## src/rtl/tbu_pkg.sv

```systemverilog
package tbu_pkg;

    typedef enum logic [0:0] {
        ST_FILL = 1'b0,
        ST_RUN  = 1'b1
    } tbu_state_e;

endpackage

```

## src/rtl/tbu_ctrl.sv

```systemverilog
module tbu_ctrl
    import tbu_pkg::*;
#(
    parameter int DEPTH = 15,
    parameter int PTR_W = 4
) (
    input  logic             clk,
    input  logic             rst_n,
    input  logic             step,
    output logic [PTR_W-1:0] wr_ptr,
    output logic             fire
);

    typedef logic [PTR_W-1:0] ptr_t;
    localparam ptr_t LAST = ptr_t'(DEPTH - 1);

    tbu_state_e state_q, state_d;
    ptr_t       ptr_q;
    ptr_t       fill_q;

    always_ff @(posedge clk or negedge rst_n) begin
        if (!rst_n) state_q <= ST_FILL;
        else        state_q <= state_d;
    end

    always_comb begin
        state_d = state_q;
        unique case (state_q)
            ST_FILL: if (step && fill_q == LAST) state_d = ST_RUN;
            ST_RUN:  state_d = ST_RUN;
            default: state_d = ST_FILL;
        endcase
    end

    always_ff @(posedge clk or negedge rst_n) begin
        if (!rst_n) begin
            ptr_q  <= '0;
            fill_q <= '0;
        end else if (step) begin
            ptr_q <= (ptr_q == LAST) ? '0 : ptr_q + 1'b1;
            if (state_q == ST_FILL && fill_q != LAST)
                fill_q <= fill_q + 1'b1;
        end
    end

    assign wr_ptr = ptr_q;
    assign fire   = step && (state_q == ST_RUN || fill_q == LAST);

    a_r2_ptr_step: assert property (@(posedge clk) disable iff (!rst_n)
        step && ptr_q != LAST |=> ptr_q == $past(ptr_q) + 1'b1);

    a_r8_ptr_wrap: assert property (@(posedge clk) disable iff (!rst_n)
        step && ptr_q == LAST |=> ptr_q == '0);

    a_r3_ptr_hold: assert property (@(posedge clk) disable iff (!rst_n)
        !step |=> $stable(ptr_q));

    a_r4_run_sticky: assert property (@(posedge clk) disable iff (!rst_n)
        state_q == ST_RUN |=> state_q == ST_RUN);

endmodule

```

## src/rtl/tbu_store.sv

```systemverilog
module tbu_store #(
    parameter int DEPTH = 15,
    parameter int PTR_W = 4,
    parameter int DV_W  = 4
) (
    input  logic                        clk,
    input  logic                        rst_n,
    input  logic                        we,
    input  logic [PTR_W-1:0]            wr_ptr,
    input  logic [DV_W-1:0]             wr_dec,
    output logic [DEPTH-1:1][DV_W-1:0]  aged
);

    typedef logic [PTR_W-1:0] ptr_t;

    logic [DV_W-1:0] mem [DEPTH];

    for (genvar i = 0; i < DEPTH; i++) begin : g_slot
        always_ff @(posedge clk or negedge rst_n) begin
            if (!rst_n)
                mem[i] <= '0;
            else if (we && wr_ptr == ptr_t'(i))
                mem[i] <= wr_dec;
        end

        a_r2_slot_still: assert property (@(posedge clk) disable iff (!rst_n)
            !(we && wr_ptr == ptr_t'(i)) |=> $stable(mem[i]));
    end

    for (genvar k = 1; k < DEPTH; k++) begin : g_age
        always_comb begin
            int idx;
            idx = int'(wr_ptr) - k;
            if (idx < 0) idx = idx + DEPTH;
            aged[k] = mem[ptr_t'(idx)];
        end
    end

endmodule

```

## src/rtl/tbu_trace.sv

```systemverilog
module tbu_trace #(
    parameter int DEPTH   = 15,
    parameter int STATE_W = 2,
    parameter int DV_W    = 4
) (
    input  logic [STATE_W-1:0]          start,
    input  logic [DEPTH-1:0][DV_W-1:0]  vecs,
    output logic                        bit_out
);

    logic [STATE_W-1:0] st [DEPTH+1];

    assign st[0] = start;

    for (genvar k = 0; k < DEPTH; k++) begin : g_stage
        assign st[k+1] = {st[k][STATE_W-2:0], vecs[k][st[k]]};
    end

    assign bit_out = st[DEPTH][STATE_W-1];

endmodule

```

## src/rtl/survivor_traceback.sv

```systemverilog
module survivor_traceback
    import tbu_pkg::*;
#(
    parameter int CONSTRAINT_LEN = 3,
    parameter int DEPTH_FACTOR   = 5
) (
    input  logic                        clk,
    input  logic                        rst_n,
    input  logic                        in_valid,
    input  logic [2**(CONSTRAINT_LEN-1)-1:0] in_dec,
    input  logic [CONSTRAINT_LEN-2:0]   in_best,
    output logic                        out_bit,
    output logic                        out_valid
);

    localparam int STATE_W = CONSTRAINT_LEN - 1;
    localparam int DV_W    = 2 ** STATE_W;
    localparam int DEPTH   = DEPTH_FACTOR * CONSTRAINT_LEN;
    localparam int PTR_W   = $clog2(DEPTH);

    logic [PTR_W-1:0]            wr_ptr;
    logic                        fire;
    logic [DEPTH-1:1][DV_W-1:0]  aged;
    logic [DEPTH-1:0][DV_W-1:0]  window;
    logic                        traced;

    tbu_ctrl #(.DEPTH(DEPTH), .PTR_W(PTR_W)) u_ctrl (
        .clk    (clk),
        .rst_n  (rst_n),
        .step   (in_valid),
        .wr_ptr (wr_ptr),
        .fire   (fire)
    );

    tbu_store #(.DEPTH(DEPTH), .PTR_W(PTR_W), .DV_W(DV_W)) u_store (
        .clk    (clk),
        .rst_n  (rst_n),
        .we     (in_valid),
        .wr_ptr (wr_ptr),
        .wr_dec (in_dec),
        .aged   (aged)
    );

    assign window = {aged, in_dec};

    tbu_trace #(.DEPTH(DEPTH), .STATE_W(STATE_W), .DV_W(DV_W)) u_trace (
        .start   (in_best),
        .vecs    (window),
        .bit_out (traced)
    );

    always_ff @(posedge clk or negedge rst_n) begin
        if (!rst_n) begin
            out_valid <= 1'b0;
            out_bit   <= 1'b0;
        end else begin
            out_valid <= fire;
            if (fire) out_bit <= traced;
        end
    end

    a_r7_bit_hold: assert property (@(posedge clk) disable iff (!rst_n)
        !out_valid |-> $stable(out_bit));

    a_r7_valid_cause: assert property (@(posedge clk) disable iff (!rst_n)
        out_valid |-> $past(in_valid));

    a_r3_idle_quiet: assert property (@(posedge clk) disable iff (!rst_n)
        !in_valid |=> !out_valid);

endmodule

```

## config.mk

```make
export PLATFORM = sky130hd
export DESIGN_NAME = survivor_traceback
export DESIGN_NICKNAME = d
export VERILOG_FILES = /design/src/rtl/tbu_pkg.sv /design/src/rtl/tbu_ctrl.sv /design/src/rtl/tbu_store.sv /design/src/rtl/tbu_trace.sv /design/src/rtl/survivor_traceback.sv
export SDC_FILE = /design/constraint.sdc
export NUM_CORES = 1
export LEC_CHECK = 0
export ABC_CLOCK_PERIOD_IN_PS = 6000
export BUFFER_PORTS_ARGS = -buffer_cell sky130_fd_sc_hd__buf_2
export CAP_MARGIN = 0
export CORE_ASPECT_RATIO = 0.5
export CORE_UTILIZATION = 48
export DETAILED_ROUTE_END_ITERATION = 6
export PLACE_DENSITY = 0.63
export SETUP_SLACK_MARGIN = 0.02
export SYNTH_ARGS = -nofsm -noshare
export SYNTH_HDL_FRONTEND = slang
export SYNTH_SLANG_ARGS = --single-unit
```

## constraint.sdc

```tcl
create_clock -name clk -period 6 [get_ports clk]
set_input_delay 1.2 -clock clk [delete_from_list [all_inputs] [get_ports clk]]
set_output_delay 1.2 -clock clk [all_outputs]
set_load 0.02 [all_outputs]
```

==> results.json, run 1 <==
{
  "core_mm2": 0.0246,
  "grt_antenna_before_repair": 0,
  "cts_root_buffer": "clkbuf_16",
  "finClkSkew_ps": 9.27,
  "finalSetupTns_ps": -351,
  "hpwl_um": 43000,
  "most-common-layout-cells": "buf_4, mux4_2, mux2_2",
  "finalSetupViolations": 1,
  "clock_latency_ps": 360,
  "r2r-end": "out_bit$_DFFE_PN0P_",
  "drtAntennaViolNets": 0,
  "wl_per_cell_um": 33.6,
  "tightest_slew_ps": 1380,
  "synth_flop_cell": "dfrtp_1",
  "die_w_um": 228,
  "clock-sinks": 71,
  "hp-class": "reg -> reg",
  "synth_cell_types": 83,
  "path_clk_slew_ps": 60,
  "synth_edf_count": 0,
  "die-area_mm2": 0.0263,
  "drv_slew": 0,
  "worst-endpoint-arrival_ps": 6590,
  "grt_pass1_wl_um": 84000,
  "ys_warn_count": 0,
  "ctsHtreeMaxLevel": 3,
  "port_buffers": 10,
  "finalCritPeriodShare": 1.06,
  "slew_headroom": 0.0754,
  "clockBufferDepth": 2,
  "vias": 13000,
  "postLayoutCellArea_mm2": 0.0153,
  "cts_tree": "done",
  "avgSynthCellArea_um2": 9.86,
  "crit_path_end": "out_bit$_DFFE_PN0P_",
  "drc": 0,
  "initial_core_util": 0.500,
  "setup.worst_path.end_class": "flop",
  "grt_use_total": 0.447,
  "area_delta_synth_final_pct": 24.4,
  "place_area_mm2": 0.0145,
  "rsz0062_at_grt": "true",
  "rrSetupSlack_ps": -320,
  "row_count": 40,
  "layout-drive-gt1-share": 0.477,
  "pin_count": 11,
  "rr_worst_depth": 26,
  "async_flop_share": 1.00,
  "fin_nets": 1438,
  "syn_area_mm2": 0.0123,
  "worst-endpoint-required_ps": 6240,
  "worst-setup-path-type": "in -> reg",
  "drtIter0Drc": 2173,
  "period_minus_slack_ps": 6350,
  "grt_max_degree": 54,
  "routed_wl_um": 58800,
  "synth_cells": 1246,
  "vias_per_cell": 7.41,
  "gp_congestion": 1.08,
  "final_common_cell": "buf_4",
  "fmax_mhz": 157,
  "path_max_fanout": 6,
  "startpoint_type": "input port",
  "setup_slack_ps": -351,
  "drv_cap": 0,
  "die_y_um": 115,
  "ys_ff_latch": 71,
  "post-place-ws_ps": -638,
  "hold_viol_final": 0,
  "cts_buffers": 9,
  "grt_overflow": 0,
  "holdWs_ps": 480,
  "yosysSeqAreaShare": 0.145,
  "grt_pass1_vias": 12200,
  "outcome": "complete, but fails checks",
  "cp-startpoint": "in_best[0]",
  "rr_startpoint": "u_ctrl.wr_ptr[1]$_DFFE_PN0P_",
  "synth.net_count": 1279,
  "dr.pass1.iters": 6,
  "violations": "negative setup slack"
}
==> cell families (layout without fill, tap and decap cells) <==
family	count (synthesis)	in the layout	synth area share
simple gates	296	296	0.112
other cells	0	3	0
flops	71	71	0.145
mux	368	368	0.472
fa+ha+maj	24	24	0.0244
buf+inv	159	323	0.0566
compound gates	276	276	0.148
xor+xnor	52	52	0.0413
==> per-stage QoR <==
| stage | utilization | std cells |
|---|---|---|
| after floorplan | - | 1246 |
| after global placement | 0.589 | 1720 |
| after detailed placement | 0.589 | 1720 |
| after CTS | 0.613 | 1742 |
| after global routing | 0.622 | 1746 |
| final | 0.622 | 1749 |
==> registers in the layout, summed over array words and instances (netlist names) <==
signal	cells
u_ctrl.wr_ptr	4
u_ctrl.fill_q	4
u_ctrl.state_q	1
out_valid	1
u_store.mem	60
out_bit	1
==> critical path, cell delays in order <==
cell and delay (ps):
buf_2 150, mux4_2 700, inv_1 200, nor2_2 90, a211oi_4 300, a32oi_4 230, buf_6 180, buf_4 130
and3_4 140, or4_4 520, and3_4 190, o32a_1 430, mux2_4 330, mux2i_1 190, buf_4 170, mux2i_4 240
o21ai_4 110, buf_4 170, mux2i_1 190, mux2i_1 210, mux2i_1 100, mux2i_1 140, mux2_4 260
==> metal layers <==
layer | up-vias | track usage | wire length (um)
met4 | 2 | 0.183 | 2940
met3 | 249 | 0.204 | 10800
li1 | 5174 | - | -
met1 | 6308 | 0.615 | 22700
met5 | - | 0 | 45
met2 | 1232 | 0.604 | 22400
==> cells in the mapped netlist (16+ instances only) <==
cell type    n  share of area
nand2_1    107          0.033
clkbuf_1   101          0.031
a211oi_1    18          0.011
xnor2_1     37          0.026
mux2i_1     99          0.081
nor2_1      66          0.020
ha_1        24          0.024
a21oi_1     47          0.019
dfrtp_1     71           0.14
nor2b_1     18         0.0092
nand3_1     39          0.016
buf_2       25          0.010
mux4_2     157           0.29
o21ai_0     81          0.033
mux2_2     105          0.096
nor3_1      17         0.0069
a31oi_1     16         0.0081
==> how the worst min path moves through the flow <==
stage | startpoint | end | slack (ps) | depth (start not counted)
finish | u_ctrl.state_q$_DFF_PN0_ | u_ctrl.state_q$_DFF_PN0_ | 480 | 1
global route | u_ctrl.state_q$_DFF_PN0_ | u_ctrl.state_q$_DFF_PN0_ | 520 | 1
CTS | u_ctrl.state_q$_DFF_PN0_ | u_ctrl.state_q$_DFF_PN0_ | 480 | 1
detailed placement | u_ctrl.state_q$_DFF_PN0_ | u_ctrl.state_q$_DFF_PN0_ | 470 | 1
global placement | u_ctrl.state_q$_DFF_PN0_ | u_ctrl.state_q$_DFF_PN0_ | 450 | 1
floorplan | u_ctrl.state_q$_DFF_PN0_ | u_ctrl.state_q$_DFF_PN0_ | 440 | 1
==> layout make-up <==
class	instances	area [um2]
multi-input cells	1016	10300
fillers	2026	9290
repair buffers	292	2370
flip-flops and latches	71	1780
well taps	336	420
clock buffers	9	225
clock inverters	7	77.6
inverters	15	62.6
diodes	3	7.51
==> repair_timing <==
action / in CTS / in global routing
pin swaps: 14 / 14
endpoints found under the hold margin: 0 / 0
endpoints found under the setup margin: 1 / 1
buffers inserted: 6 / 4
hold buffers: 0 / 0
gates resized for setup: 48 / 38
Power of run 1 is left out: the tool's default activity adds up to more than one toggle a clock period on the data nets, which glitch-free logic cannot reach.
==> run 2: changes to the inputs <==
--- a/config.mk
+++ b/config.mk
@@ -9,9 +9,9 @@
 export BUFFER_PORTS_ARGS = -buffer_cell sky130_fd_sc_hd__buf_2
 export CAP_MARGIN = 0
 export CORE_ASPECT_RATIO = 0.5
-export CORE_UTILIZATION = 48
+export CORE_UTILIZATION = 30
 export DETAILED_ROUTE_END_ITERATION = 6
-export PLACE_DENSITY = 0.63
+export PLACE_DENSITY = 0.42
 export SETUP_SLACK_MARGIN = 0.02
 export SYNTH_ARGS = -nofsm -noshare
 export SYNTH_HDL_FRONTEND = slang
==> results.json, run 2 (synthesis results as in run 1) <==
{
  "grt_overflow": 0,
  "holdPathEnd": "u_ctrl.state_q$_DFF_PN0_",
  "grt_antenna_before_repair": 4,
  "holdWs_ps": 485,
  "startpoint_type": "flop",
  "cts_root_buffer": "clkbuf_16",
  "fin_nets": 1432,
  "die_y_um": 145,
  "hold_viol_final": 0,
  "die-area_mm2": 0.0418,
  "initial_core_util": 0.310,
  "fmax_mhz": 163,
  "r2r-end": "out_bit$_DFFE_PN0P_",
  "drv_slew": 0,
  "placedCellCount": 1904,
  "clock_latency_ps": 350,
  "worst-endpoint-required_ps": 6240,
  "cts_buffers": 9,
  "tightest_slew_ps": 1230,
  "final_common_cell": "buf_4",
  "grt_pass1_wl_um": 91300,
  "cts_tree": "done",
  "pin_count": 11,
  "setup_slack_ps": -149,
  "finalNonFillerCells": 1935,
  "regMostFlops": "u_store.mem",
  "hpwl_um": 47000,
  "drtAntennaViolNets": 0,
  "grt_use_total": 0.305,
  "path_max_fanout": 7,
  "setup.worst_path.end_class": "flop",
  "worst-endpoint-arrival_ps": 6390,
  "finClkSkew_ps": 4.87,
  "period_minus_slack_ps": 6150,
  "drv_cap": 0,
  "layout-drive-gt1-share": 0.478,
  "rsz0062_at_grt": "true",
  "most-common-layout-cells": "buf_4, mux4_2, mux2_2",
  "vias": 12900,
  "port_buffers": 10,
  "wl_per_cell_um": 33.1,
  "outcome": "complete, but fails checks",
  "clock-sinks": 71,
  "finalCritPeriodShare": 1.02,
  "hp-class": "reg -> reg",
  "grt_pass1_vias": 12200,
  "row_count": 51,
  "hold_depth": 1,
  "drc": 0,
  "rr_startpoint": "u_ctrl.wr_ptr[1]$_DFFE_PN0P_",
  "largest_reg_flops": 60,
  "ctsHtreeMaxLevel": 3,
  "routed_wl_um": 64100,
  "gp_congestion": 1.06,
  "drtIter0Drc": 1673,
  "cts_hold_buffers": 0,
  "min-delay-start": "u_ctrl.state_q$_DFF_PN0_",
  "vias_per_cell": 6.65,
  "rrSetupSlack_ps": -150,
  "grt_max_degree": 59,
  "dr.pass1.iters": 5,
  "worst-setup-path-type": "reg -> reg",
  "rr_worst_depth": 23,
  "finalSetupViolations": 1,
  "clockBufferDepth": 2,
  "die_w_um": 288,
  "violations": "negative setup slack",
  "area_delta_synth_final_pct": 26.3,
  "core_mm2": 0.0396,
  "path_clk_slew_ps": 70,
  "slew_headroom": 0.172
}
## run 2: what timing repair did
action / CTS / global route
setup buffers: 12 / 1
resized for setup: 80 / 6
cloned: 1 / 0
endpoints found under the setup margin: 1 / 1
pin swaps: 20 / 2
## run 2: final cells by class
class                           instances  area, um2
Sequential cell                        71       1780
Clock inverter                          7       77.6
Fill cell                            3846      24100
Antenna cell                            1       2.50
Tap cell                              530        663
Timing Repair Buffer                  286       2350
Multi-Input combinational cell       1016      10300
Inverter                               15       77.6
Clock buffer                            9        225
## run 2: worst max-delay path by stage
stage,cells after the start,end,startpoint
global placement,27,out_bit$_DFFE_PN0P_,u_ctrl.wr_ptr[1]$_DFFE_PN0P_
detailed placement,19,out_bit$_DFFE_PN0P_,in_best[0]
finish,23,out_bit$_DFFE_PN0P_,u_ctrl.wr_ptr[1]$_DFFE_PN0P_
global route,27,out_bit$_DFFE_PN0P_,u_ctrl.wr_ptr[1]$_DFFE_PN0P_
floorplan,22,out_bit$_DFFE_PN0P_,u_ctrl.wr_ptr[1]$_DFFE_PN0P_
CTS,24,out_bit$_DFFE_PN0P_,u_ctrl.wr_ptr[1]$_DFFE_PN0P_
## run 2: stage by stage
step                area (um2)  setup TNS (ps)  setup WS, ps   util
finish                   15500            -149          -149  0.392
global route             15500            -356          -356  0.392
CTS                      15500           -2.07         -2.07  0.391
detailed placement       14600            -474          -474  0.369
global placement         14600            -366          -366  0.369
floorplan                12400               0          21.3      -
## run 2: routing by layer
layer	vias up	global-route usage	wire length [um]
li1	5163	-	-
met1	6510	0.427	27000
met2	979	0.416	25500
met3	211	0.110	8630
met4	4	0.126	2990
met5	-	0	28
## run 2: critical path, stage by stage, from the launching register on
cell and delay [ps]:
dfrtp_2 390, clkinvlp_4 100, buf_6 140, ha_4 180, or3_4 390, a211oi_4 360, xor2_4 320, nand3_2 120
o21ai_2 190, a211oi_4 60, a32oi_4 380, buf_4 180, nor3b_1 50, or4b_4 590, and2_4 180, o32a_1 400
mux2_4 320, mux2i_2 190, mux2i_1 110, o21ai_2 220, mux4_2 580, mux2i_1 200, mux2i_1 100, mux2_4 260
Power of run 2 is left out for the same reason.
==> run 3: changes to the inputs <==
--- a/config.mk
+++ b/config.mk
@@ -15,4 +15,5 @@
 export SETUP_SLACK_MARGIN = 0.02
 export SYNTH_ARGS = -nofsm -noshare
 export SYNTH_HDL_FRONTEND = slang
+export SYNTH_HIERARCHICAL = 1
 export SYNTH_SLANG_ARGS = --single-unit
==> results.json, run 3 <==
{
  "path_max_fanout": 7,
  "dr.pass1.iters": 5,
  "die-area_mm2": 0.0484,
  "gp_congestion": 0.991,
  "route.met2.wl_um": 34100,
  "finalNonFillerCells": 2536,
  "largest_reg_flops": 60,
  "drtAntennaViolNets": 0,
  "grt_use_total": 0.377,
  "finalSetupViolations": 1,
  "rrSetupSlack_ps": -240,
  "met1Wirelength_um": 43700,
  "rsz0062_at_grt": "true",
  "hold_depth": 1,
  "synth_cells": 1652,
  "syn_area_mm2": 0.0142,
  "slew_headroom": 0.215,
  "holdWs_ps": 527,
  "layout-drive-gt1-share": 0.390,
  "cts_buffers": 9,
  "worst-setup-path-type": "reg -> reg",
  "setup.worst_path.end_class": "flop",
  "fin_nets": 1937,
  "final_common_cell": "buf_4",
  "hold_viol_final": 0,
  "most-common-layout-cells": "buf_4, nand2_1, mux2i_1",
  "initial_core_util": 0.310,
  "core_mm2": 0.0460,
  "grt_antenna_before_repair": 5,
  "row_count": 55,
  "grt_max_degree": 42,
  "drv_slew": 0,
  "crit_top_cell": "buf_4",
  "vias": 16400,
  "cts_tree": "done",
  "cts_hold_buffers": 0,
  "grt_pass1_wl_um": 126000,
  "grt_overflow": 0,
  "area_delta_synth_final_pct": 28.4,
  "synth.net_count": 1688,
  "worst-endpoint-required_ps": 6340,
  "clockBufferDepth": 2,
  "hpwl_um": 73800,
  "finalCritPeriodShare": 1.04,
  "die_w_um": 310,
  "period_minus_slack_ps": 6240,
  "ctsHtreeMaxLevel": 3,
  "vias_per_cell": 6.48,
  "clock_latency_ps": 390,
  "drc": 0,
  "fmax_mhz": 160,
  "rr_worst_depth": 29,
  "route.met3.wl_um": 11600,
  "min-delay-start": "u_ctrl/fill_q[0]$_DFFE_PN0P_",
  "r2r-end": "out_bit$_DFFE_PN0P_",
  "routed.top_layer": "met4",
  "drv_cap": 0,
  "cts_root_buffer": "clkbuf_16",
  "ys_warn_count": 6,
  "fill_cells": 4808,
  "worst-endpoint-arrival_ps": 6570,
  "clock-sinks": 71,
  "grt_pass1_vias": 15500,
  "rr_startpoint": "u_ctrl/wr_ptr[1]$_DFFE_PN0P_",
  "violations": "negative setup slack",
  "setup_slack_ps": -235,
  "avgSynthCellArea_um2": 8.61,
  "placedCellCount": 2502,
  "startpoint_type": "flop",
  "finClkSkew_ps": 18.1,
  "slowest_delay_ps": 470,
  "wl_per_cell_um": 35.9,
  "outcome": "complete, but fails checks",
  "pin_count": 11,
  "routed_wl_um": 91100,
  "hp-class": "reg -> reg",
  "slowest_stage": "or4_1",
  "fin_util": 0.397,
  "die_y_um": 156,
  "path_clk_slew_ps": 80,
  "tightest_slew_ps": 1170,
  "port_buffers": 10,
  "holdPathEnd": "u_ctrl/fill_q[0]$_DFFE_PN0P_",
  "drtIter0Drc": 2462,
  "regMostFlops": "u_store/mem"
}
run 3: timing repair:
action | CTS | global route
buffers inserted | 12 | 2
pin swaps | 10 | 6
gates cloned | 1 | 0
endpoints found under the hold margin | 0 | 0
endpoints found under the setup margin | 1 | 1
gates resized for setup | 47 | 5
run 3: layer usage:
layer | GRT usage | up-vias
li1 | - | 6815
met1 | 0.584 | 8477
met2 | 0.495 | 1036
met3 | 0.120 | 104
met4 | 0.0711 | 0
met5 | 0 | -
run 3: metrics by stage:
step,worst slack [ps],setup TNS (ps),area (um2)
after floorplan,-165,-165,14500
after global placement,-234,-234,17600
after detailed placement,-364,-364,17600
after CTS,-50.5,-50.5,18200
after global routing,-497,-497,18300
final,-235,-235,18300
run 3: layout make-up:
cell class                 instances  area, um2  area share
timing repair buffer             425       3470       0.190
sequential                        71       1780      0.0977
inverter                          37        151     0.00829
clock buffer                      10        239      0.0131
tap                              627        785      0.0429
antenna                            3       7.51    0.000411
multi-input combinational       1357      11800       0.644
clock inverter                     6       60.1     0.00329
run 3: worst max-delay path by stage:
stage | startpoint | to | slack [ps] | cells past startpoint
2_1_floorplan | u_ctrl/wr_ptr[0]$_DFFE_PN0P_ | out_bit$_DFFE_PN0P_ | -160 | 29
3_3_place_gp | u_ctrl/wr_ptr[1]$_DFFE_PN0P_ | out_bit$_DFFE_PN0P_ | -230 | 25
3_5_place_dp | u_ctrl/wr_ptr[3]$_DFFE_PN0P_ | out_bit$_DFFE_PN0P_ | -360 | 26
4_1_cts | u_ctrl/wr_ptr[2]$_DFFE_PN0P_ | out_bit$_DFFE_PN0P_ | -50 | 29
5_1_grt | u_ctrl/wr_ptr[3]$_DFFE_PN0P_ | out_bit$_DFFE_PN0P_ | -500 | 30
6_report | u_ctrl/wr_ptr[1]$_DFFE_PN0P_ | out_bit$_DFFE_PN0P_ | -240 | 29
run 3: worst max-delay path: cells and delay by family, from the launching register on:
family	cells	cell delay (ps)
buffers and inverters	8	1230
and+or+nand+nor	5	1080
DFF	1	400
muxes	7	1460
adders and majority gates	1	270
AOI/OAI and AO/OA	8	1730
Power of run 3 is left out for the same reason.
